[config.mk]
export PLATFORM = sky130hd
export DESIGN_NAME = win_wdog
export DESIGN_NICKNAME = d
export VERILOG_FILES = /design/src/rtl/win_wdog_pkg.sv /design/src/rtl/wdog_mode_reg.sv /design/src/rtl/wdog_counter.sv /design/src/rtl/wdog_fault.sv /design/src/rtl/win_wdog.sv
export SDC_FILE = /design/constraint.sdc
export NUM_CORES = 1
export LEC_CHECK = 0
export ABC_AREA = 1
export BUFFER_PORTS_ARGS = -buffer_cell sky130_fd_sc_hd__buf_2
export CAP_MARGIN = 20
export CORE_MARGIN = 4
export CORE_UTILIZATION = 24
export CTS_CLUSTER_DIAMETER = 30
export CTS_CLUSTER_SIZE = 30
export DETAILED_ROUTE_END_ITERATION = 8
export PLACE_DENSITY = 0.51
export SYNTH_ARGS = -nofsm -noshare
export SYNTH_HDL_FRONTEND = slang
export SYNTH_SLANG_ARGS = --single-unit
[constraint.sdc]
create_clock -name clk_i -period 2.9 [get_ports clk_i]
set_clock_uncertainty 0.1 [all_clocks]
set_input_delay 0.145 -clock clk_i [delete_from_list [all_inputs] [get_ports clk_i]]
set_output_delay 0.145 -clock clk_i [all_outputs]
set_load 0.03 [all_outputs]
[src/rtl/win_wdog_pkg.sv]
package win_wdog_pkg;
  localparam int unsigned CNT_W  = 12;
  localparam int unsigned ADDR_W = 2;
  localparam int unsigned DATA_W = 32;

  typedef enum logic [ADDR_W-1:0] {
    A_CTRL  = 2'd0,
    A_MODE  = 2'd1,
    A_STAT  = 2'd2,
    A_COUNT = 2'd3
  } reg_addr_e;

  // packed msb-first so it maps straight onto wdata[29:0]
  typedef struct packed {
    logic             idle_hlt;  // 29
    logic             dbg_hlt;   // 28
    logic [CNT_W-1:0] delta;     // 27:16
    logic             dis;       // 15
    logic             rproc;     // 14
    logic             rsten;     // 13
    logic             fien;      // 12
    logic [CNT_W-1:0] load;      // 11:0
  } mode_t;

  localparam int unsigned MODE_W = $bits(mode_t);
  localparam mode_t MODE_RST = '{idle_hlt: 1'b0, dbg_hlt: 1'b0, delta: '1, dis: 1'b0,
                                 rproc: 1'b0, rsten: 1'b1, fien: 1'b0, load: '1};
endpackage

[src/rtl/wdog_mode_reg.sv]
module wdog_mode_reg
  import win_wdog_pkg::*;
(
  input  logic              clk_i,
  input  logic              rst_ni,
  input  logic              wr_i,
  input  logic [MODE_W-1:0] wdata_i,
  output mode_t             mode_o,
  output logic              load_o
);
  logic written_q;

  assign load_o = wr_i & ~written_q;

  always_ff @(posedge clk_i or negedge rst_ni) begin
    if (!rst_ni) begin
      mode_o    <= MODE_RST;
      written_q <= 1'b0;
    end else if (load_o) begin
      mode_o    <= mode_t'(wdata_i);
      written_q <= 1'b1;
    end
  end
endmodule

[src/rtl/wdog_counter.sv]
module wdog_counter
  import win_wdog_pkg::*;
#(
  parameter int unsigned N_HALT = 2
) (
  input  logic              clk_i,
  input  logic              rst_ni,
  input  mode_t             mode_i,
  input  logic              load_i,
  input  logic [CNT_W-1:0]  load_val_i,
  input  logic              restart_i,
  input  logic              tick_i,
  input  logic [N_HALT-1:0] halt_src_i,
  input  logic [N_HALT-1:0] halt_en_i,
  output logic [CNT_W-1:0]  cnt_o,
  output logic              unf_o,
  output logic              err_o
);
  logic [N_HALT-1:0] halt_act;
  logic              run;
  logic [CNT_W-1:0]  cnt_d;

  for (genvar g = 0; g < N_HALT; g++) begin : g_halt
    assign halt_act[g] = halt_src_i[g] & halt_en_i[g];
  end

  assign run = tick_i & ~(|halt_act);

  always_comb begin
    cnt_d = cnt_o;
    unf_o = 1'b0;
    err_o = 1'b0;
    if (load_i) begin
      cnt_d = load_val_i;
    end else if (!mode_i.dis) begin
      if (restart_i && (cnt_o <= mode_i.delta)) begin
        cnt_d = mode_i.load;
      end else begin
        err_o = restart_i;
        if (run) begin
          if (cnt_o == '0) begin
            unf_o = 1'b1;
            cnt_d = mode_i.load;
          end else begin
            cnt_d = cnt_o - 1'b1;
          end
        end
      end
    end
  end

  always_ff @(posedge clk_i or negedge rst_ni) begin
    if (!rst_ni) cnt_o <= MODE_RST.load;
    else         cnt_o <= cnt_d;
  end
endmodule

[src/rtl/wdog_fault.sv]
module wdog_fault
  import win_wdog_pkg::*;
(
  input  logic       clk_i,
  input  logic       rst_ni,
  input  mode_t      mode_i,
  input  logic       unf_i,
  input  logic       err_i,
  input  logic       clr_i,
  output logic [1:0] flags_o,
  output logic       irq_o,
  output logic       proc_rst_o,
  output logic       sys_rst_o
);
  logic fault;
  assign fault = unf_i | err_i;

  always_ff @(posedge clk_i or negedge rst_ni) begin
    if (!rst_ni) begin
      flags_o    <= '0;
      proc_rst_o <= 1'b0;
      sys_rst_o  <= 1'b0;
    end else begin
      // a new fault wins over a clearing read
      flags_o[0] <= unf_i | (flags_o[0] & ~clr_i);
      flags_o[1] <= err_i | (flags_o[1] & ~clr_i);
      proc_rst_o <= fault & mode_i.rsten & mode_i.rproc;
      sys_rst_o  <= fault & mode_i.rsten & ~mode_i.rproc;
    end
  end

  assign irq_o = mode_i.fien & (|flags_o);
endmodule

[src/rtl/win_wdog.sv]
module win_wdog
  import win_wdog_pkg::*;
(
  input  logic              clk_i,
  input  logic              rst_ni,
  input  logic              we_i,
  input  logic              re_i,
  input  logic [ADDR_W-1:0] addr_i,
  input  logic [DATA_W-1:0] wdata_i,
  output logic [DATA_W-1:0] rdata_o,
  input  logic              tick_i,
  input  logic              dbg_i,
  input  logic              idle_i,
  output logic              irq_o,
  output logic              proc_rst_o,
  output logic              sys_rst_o
);
  mode_t            mode_q;
  logic             mode_load;
  logic [CNT_W-1:0] cnt;
  logic             unf_evt, err_evt;
  logic [1:0]       flags;
  logic             restart, stat_clr;

  assign restart  = we_i & (addr_i == A_CTRL) & wdata_i[0];
  assign stat_clr = re_i & (addr_i == A_STAT);

  wdog_mode_reg u_mode (
    .clk_i   (clk_i),
    .rst_ni  (rst_ni),
    .wr_i    (we_i & (addr_i == A_MODE)),
    .wdata_i (wdata_i[MODE_W-1:0]),
    .mode_o  (mode_q),
    .load_o  (mode_load)
  );

  wdog_counter #(.N_HALT(2)) u_cnt (
    .clk_i      (clk_i),
    .rst_ni     (rst_ni),
    .mode_i     (mode_q),
    .load_i     (mode_load),
    .load_val_i (wdata_i[CNT_W-1:0]),
    .restart_i  (restart),
    .tick_i     (tick_i),
    .halt_src_i ({idle_i, dbg_i}),
    .halt_en_i  ({mode_q.idle_hlt, mode_q.dbg_hlt}),
    .cnt_o      (cnt),
    .unf_o      (unf_evt),
    .err_o      (err_evt)
  );

  wdog_fault u_flt (
    .clk_i      (clk_i),
    .rst_ni     (rst_ni),
    .mode_i     (mode_q),
    .unf_i      (unf_evt),
    .err_i      (err_evt),
    .clr_i      (stat_clr),
    .flags_o    (flags),
    .irq_o      (irq_o),
    .proc_rst_o (proc_rst_o),
    .sys_rst_o  (sys_rst_o)
  );

  always_comb begin
    unique case (addr_i)
      A_MODE:  rdata_o = DATA_W'(mode_q);
      A_STAT:  rdata_o = DATA_W'(flags);
      A_COUNT: rdata_o = DATA_W'(cnt);
      default: rdata_o = '0;
    endcase
  end
endmodule

==> results.py, run 1 <==
metrics = {
    "outcome": {
        "status": "finished with violations",
        "violations": "hold timing",
    },
    "routing": {
        "via_per_inst": 4.32,
        "ant_nets": 0,
        "remaining_drc_errors": 0,
        "firstDrtPassIters": 4,
        "wirelength_mm": 9.36,
        "num_vias": 3005,
        "drt_iter0_markers": 184,
        "wl_per_cell_um": 13.5,
    },
    "power_and_ir_drop": {
        "p_per_area_mw_per_mm2": 354,
        "power_leakage_uw": 0.00231,
        "vdd_drop_max_mv": 0.234,
    },
    "grt": {
        "grt_antenna_before_repair": 0,
        "grt_pass1_wl_mm": 15.6,
        "grt.overflow.total": 0,
        "grt_use_total_pct": 13.2,
        "grt_pass1_vias": 3071,
        "grt_max_degree": 40,
    },
    "die": {
        "num_io_pins": 76,
        "die_h_um": 123,
        "start_util_pct": 24.8,
        "core_mm2": 0.0128,
        "die-width_um": 123,
        "rows": 41,
        "fp.dieArea_mm2": 0.0151,
    },
    "min_path": {
        "hold_start": "wdata_i[3]",
        "min_path_type": "input port to flip-flop",
        "hold_depth": 3,
        "min_to": "u_mode.mode_o[3]",
    },
    "timing": {
        "setup_viol": 0,
        "post-route-period-util_pct": 84.5,
        "relSlewSlack_pct": 46.9,
        "worst_pin_slew_ns": 0.796,
        "fin_tns_setup_ns": 0,
        "hold_violations": 2,
        "rsz0062_at_grt": "no",
        "timing.hold.ws_ns": -0.00368,
        "timing.final.crit_period_ns": 2.45,
        "clock.fmax_mhz": 408,
        "maxSlewViolCount": 0,
    },
    "synth": {
        "synth_top_area_cell": "dfstp_2",
        "ys_ff_latch": 47,
        "ys_top_cells_by_area": "dfstp_2 31%, nand2_1 15%, dfrtp_1 7.9%",
        "ys_seq_area_share_pct": 38.6,
        "synth_area_mm2": 0.00316,
        "syn_area_per_cell_um2": 7.31,
        "syn_inst": 433,
        "synth_top_area_share_pct": 30.7,
        "yosys.cell_count.top_type": "nand2_1",
        "yosysWarnings": 0,
        "ys.flop_type": "dfstp_2",
        "synth_edf_count": 0,
        "synth.distinct_cells": 35,
        "netlist_top_cells_count": "126 x nand2_1, 64 x inv_1, 37 x dfstp_2, 37 x nor2_1, 32 x o21ai_0",
        "async_reset_ff_share_pct": 100,
    },
    "place": {
        "gp_congestion": 0.851,
        "io_buffer_count": 71,
        "dpl.hpwl_mm": 6.88,
        "dp_cells": 665,
    },
    "clock_tree": {
        "numCtsBuffers": 5,
        "cts_sinks": 47,
        "h-tree-depth": 2,
        "cts_resized": 0,
        "clk_pin_slew_ns": 0.07,
        "root_buffer": "clkbuf_16",
        "insertion_delay_ns": 0.29,
        "cts_max_path_buffers": 2,
        "cts_tree": "built",
    },
    "setup_path": {
        "criticalPathCategory": "flip-flop to flip-flop",
        "reg2reg_depth": 14,
        "regToRegSetupSlack_ns": 0.45,
        "start_kind": "flip-flop",
        "crit_chain": "inv_1, ha_1, nand2_1, inv_1, nand2_1, nor2_2, nand2_1, nand3_2, nand2_4, nand2_4, nand2_4, nand2_4, nor2_1, a21oi_1",
        "worstPathMaxFanout": 18,
        "cp-end-kind": "flip-flop",
        "rr_endpoint": "u_cnt.cnt_o[2]",
        "cpMostUsedCell": "nand2_4",
        "arrival_ns": 2.58,
        "critPathRequiredTime_ns": 3.03,
        "slowest_delay_ns": 0.51,
        "reg2reg_from": "u_mode.mode_o[27]",
        "slowest_stage": "dfstp_2",
    },
    "cells_and_area": {
        "drive_gt1_share_pct": 27.9,
        "finalNonFillerCells": 695,
        "area_growth_pct": 27.4,
        "antenna_cells": 0,
        "post-route-util_pct": 31.6,
        "nets": 577,
    },
    "flow_run": {
        "max_cap_viol_count": 0,
    },
}
## kinds of logic (layout without fill, tap and decap cells)
group / count (synthesis) / after routing / share of synthesized area, %
xor gates and xnor gates: 5 / 5 / 1.38
other: 1 / 2 / 0.119
AOI/OAI and AO/OA: 72 / 72 / 13.3
buffers and inverters: 84 / 173 / 11.3
DFF: 47 / 47 / 38.6
adders and majority gates: 14 / 14 / 5.54
and+or+nand+nor: 210 / 210 / 29.8
## worst max-delay path by stage
stage                      start              to  slack, ns  cells past startpoint
2_1_floorplan  u_mode.mode_o[27]  u_cnt.cnt_o[0]       0.83                     14
3_3_place_gp   u_mode.mode_o[27]  u_cnt.cnt_o[3]       0.49                     14
3_5_place_dp   u_mode.mode_o[27]  u_cnt.cnt_o[3]       0.47                     14
4_1_cts        u_mode.mode_o[27]  u_cnt.cnt_o[2]       0.43                     14
5_1_grt        u_mode.mode_o[27]  u_cnt.cnt_o[2]       0.20                     14
6_report       u_mode.mode_o[27]  u_cnt.cnt_o[2]       0.45                     14
## per-layer routing
metal	wire [um]	global-route usage (%)	vias to the layer above
met3	578	2.72	10
met5	0	0	-
met2	4410	22.0	78
met1	4220	17.3	1370
met4	149	3.36	0
li1	-	-	1547
## worst max-delay path, delay by kind of cell (launching register included)
kind                     cells  cell delay [ns]
adder cells (fa/ha/maj)      1             0.30
AO/OA/AOI/OAI                1             0.13
AND/OR/NAND/NOR             10             1.21
buffers and inverters        2             0.12
flip-flops                   1             0.51
## registers in the layout, indices dropped and copies added (netlist names)
name              count
u_flt.sys_rst_o       1
u_mode.mode_o        30
u_flt.flags_o         2
u_mode.written_q      1
u_cnt.cnt_o          12
u_flt.proc_rst_o      1
## final cells by class
cell class | count | area [um2]
Fill cell | 1379 | 8740
Multi-Input combinational cell | 303 | 1590
Sequential cell | 47 | 1220
Timing Repair Buffer | 96 | 598
Inverter | 69 | 262
Tap cell | 172 | 215
Clock buffer | 6 | 129
Clock inverter | 2 | 16.3
## stage by stage
stage,cell area (um2),worst slack (ns),hold slack [ns],total power (uW)
floorplan,3170,0.833,-0.251,754
global placement,3670,0.491,0.189,828
detailed placement,3670,0.471,0.187,829
CTS,4030,0.429,0.00124,1450
global route,4030,0.198,0.0228,1490
finish,4030,0.449,-0.00368,1430
## placed cells by master (no fill, tap or decap), types with 2 or more instances in the layout
| master | n |
|---|---|
| buf_2 | 71 |
| a21oi_2 | 6 |
| nand2_4 | 4 |
| o221ai_1 | 2 |
| xor2_1 | 5 |
| o22ai_1 | 9 |
| dlygate4sd3_1 | 22 |
| conb_1 | 2 |
| nor2_4 | 2 |
| buf_4 | 3 |
| nand4_1 | 6 |
| o21ai_1 | 6 |
| ha_1 | 14 |
| clkbuf_16 | 5 |
| inv_1 | 64 |
| a21oi_1 | 15 |
| nor2_2 | 6 |
| dfrtp_1 | 10 |
| inv_2 | 3 |
| nand2_1 | 126 |
| dfstp_2 | 37 |
| o21ai_0 | 32 |
| nor2_1 | 37 |
| nand3_1 | 22 |
## power breakdown
group	leakage (uW)	switching [uW]	internal, uW
combinational	0.00175	116	64.3
sequential	0.000495	0.0156	658
clock	0.0000675	265	324
## repair_timing
action | CTS | global route
setup buffers | 0 | 0
hold buffers | 22 | 0
endpoints found under the hold margin | 31 | 0
(Power assumes the default switching activity.)
==> run 2, diff against run 1 <==
--- a/config.mk
+++ b/config.mk
@@ -13,7 +13,7 @@
 export CTS_CLUSTER_DIAMETER = 30
 export CTS_CLUSTER_SIZE = 30
 export DETAILED_ROUTE_END_ITERATION = 8
-export PLACE_DENSITY = 0.51
+export PLACE_DENSITY = 0.53
 export SYNTH_ARGS = -nofsm -noshare
 export SYNTH_HDL_FRONTEND = slang
 export SYNTH_SLANG_ARGS = --single-unit
==> constraint.sdc (replaced) <==
create_clock -name clk_i -period 2 [get_ports clk_i]
set_clock_uncertainty 0.1 [all_clocks]
set_input_delay 0.1 -clock clk_i [delete_from_list [all_inputs] [get_ports clk_i]]
set_output_delay 0.1 -clock clk_i [all_outputs]
set_load 0.03 [all_outputs]
==> run 2 against run 1 <==
  * The run ends with setup timing left
  * Utilization up 7.3 points
  * Power up 56%
  * Combinational power up 66%
  * Cell area up 23%
  * Critical endpoint is now u_cnt.cnt_o[9]
  * Highest routed layer unchanged
==> results.py, run 2 (same netlist as run 1, synthesis figures left out) <==
metrics = {
    "routing": {
        "via_per_inst": 4.31,
        "num_vias": 3273,
        "drt_iter0_markers": 93,
        "wirelength_mm": 10.1,
        "wl_per_cell_um": 13.3,
        "ant_nets": 0,
        "remaining_drc_errors": 0,
        "firstDrtPassIters": 4,
    },
    "grt": {
        "grt_use_total_pct": 13.8,
        "grt_pass1_vias": 3332,
        "grt_antenna_before_repair": 0,
        "grt_pass1_wl_mm": 16.3,
        "grt_max_degree": 26,
        "grt.overflow.total": 0,
    },
    "clock_tree": {
        "h-tree-depth": 2,
        "cts_tree": "built",
        "root_buffer": "clkbuf_16",
        "numCtsBuffers": 5,
        "cts_max_path_buffers": 2,
        "insertion_delay_ns": 0.29,
        "clk_pin_slew_ns": 0.07,
        "cts_sinks": 47,
    },
    "min_path": {
        "min_path_type": "input port to flip-flop",
        "hold_depth": 4,
        "hold_start": "re_i",
    },
    "die": {
        "rows": 41,
        "start_util_pct": 24.8,
        "core_mm2": 0.0128,
        "fp.dieArea_mm2": 0.0151,
        "num_io_pins": 76,
        "die-width_um": 123,
        "die_h_um": 123,
    },
    "cells_and_area": {
        "reg_top3": "u_mode.mode_o x30, u_cnt.cnt_o x12, u_flt.flags_o x2",
        "drive_gt1_share_pct": 42.2,
        "largest_register_ffs": 30,
        "nets": 642,
        "finalNonFillerCells": 760,
        "seq_area_mm2": 0.00122,
        "multiInputGateArea_mm2": 0.00187,
        "antenna_cells": 0,
        "final_cell_mix": "116 x nand2_1, 71 x buf_2, 55 x inv_1",
        "largest-register": "u_mode.mode_o",
        "layout_commonest_cell": "nand2_1",
        "area_growth_pct": 56.7,
        "fillers": 1336,
    },
    "setup_path": {
        "crit_path_start": "u_mode.mode_o[23]",
        "reg2reg_from": "u_mode.mode_o[23]",
        "crit_chain": "inv_2, ha_4, nand4_1, nor2_4, nand2_1, nand3_2, nand2_4, nand2_8, buf_12, nand2_2, nand2_1, nand2_2, a21oi_4",
        "critPathRequiredTime_ns": 2.11,
        "criticalPathCategory": "flip-flop to flip-flop",
        "slowest_delay_ns": 0.52,
        "slowest_stage": "dfstp_2",
        "arrival_ns": 2.25,
        "start_kind": "flip-flop",
        "path_depth": 13,
        "path_delay_family": "simple AND/OR/NAND/NOR gates",
        "timing.critical_path.buf_inv": 2,
        "cp-end-kind": "flip-flop",
        "worstPathMaxFanout": 7,
        "reg2reg_depth": 13,
    },
    "outcome": {
        "violations": "setup timing",
        "status": "finished with violations",
    },
    "timing": {
        "relSlewSlack_pct": 61.9,
        "maxSlewViolCount": 0,
        "rsz0062_at_grt": "yes",
        "clock.fmax_mhz": 467,
        "post-route-period-util_pct": 107,
        "hold_violations": 0,
        "timing.final.crit_period_ns": 2.14,
        "setup_viol": 14,
        "worst_pin_slew_ns": 0.571,
        "layout_setup_ws_ns": -0.141,
        "timing.hold.ws_ns": 0.0333,
    },
    "flow_run": {
        "max_cap_viol_count": 0,
    },
    "power_and_ir_drop": {
        "power_leakage_uw": 0.00267,
        "p_per_area_mw_per_mm2": 450,
        "vdd_drop_max_mv": 0.328,
    },
    "place": {
        "gp_congestion": 0.849,
        "dpl.hpwl_mm": 7.71,
        "dp_cells": 716,
        "io_buffer_count": 71,
    },
}
## run 2: changes by cell type in the layout (fill, tap and decap cells not counted), sizes merged
cell         before  now
buf              74  131
dlygate4sd3      22   29
clkinv            1    2
bufinv            0    1
clkinvlp          1    0
## run 2: cell type report
type	instances	area share (%)
clock inverter	3	0.959
sequential	47	24.6
timing repair buffer	161	24.6
tap	172	4.34
clock buffer	5	2.52
multi-input combinational	303	37.7
inverter	69	5.27
## run 2: final timing paths
kind | to | slack, ns
setup reg to reg | u_cnt.cnt_o[9] | -0.14
hold reg to reg | u_flt.sys_rst_o | 0.32
min in group asynchronous | u_mode.mode_o[28] | 0.25
max in group asynchronous | u_mode.mode_o[0] | 0.96
hold / removal | u_flt.flags_o[1] | 0.03
setup / recovery | u_cnt.cnt_o[9] | -0.14
## run 2: metrics by stage
step / power (uW) / setup TNS (ns) / instance area [um2] / setup WS, ns / utilization, %
6_report: 2230 / -0.980 / 4960 / -0.141 / 38.8
2_1_floorplan: 1090 / -0.156 / 3290 / -0.0414 / -
3_3_place_gp: 1210 / -0.797 / 4250 / -0.164 / 33.2
3_5_place_dp: 1220 / -1.28 / 4250 / -0.199 / 33.2
5_1_grt: 2340 / -2.82 / 4960 / -0.249 / 38.8
4_1_cts: 2260 / -0.923 / 4800 / -0.140 / 37.6
## run 2: layer usage
metal | wire length [um] | GRT usage (%)
met1 | 4640 | 18.3
met2 | 4830 | 22.5
met3 | 524 | 3.50
met4 | 121 | 3.22
met5 | 0 | 0
## run 2: timing repair
action / in CTS / in global routing
endpoints found under the hold margin: 28 / 1
cloned: 0 / 1
hold buffers: 28 / 1
resized for setup: 14 / 27
setup buffers: 4 / 2
pin swaps: 13 / 18
setup endpoints to repair: 14 / 16
## run 2: power by group
part           switching (uW)  internal (uW)  leakage [uW]
registers              0.0319            954      0.000495
clock network             384            597     0.0000844
logic                     177            121       0.00209
total                     561           1670       0.00267
## run 2: worst reg2reg max path: stages (launching register included)
cell and delay (ns):
dfstp_2 0.52, inv_2 0.05, ha_4 0.26, nand4_1 0.14, nor2_4 0.14, nand2_1 0.07
nand3_2 0.09, nand2_4 0.08, nand2_8 0.11, buf_12 0.14, nand2_2 0.04, nand2_1 0.06
nand2_2 0.06, a21oi_4 0.20
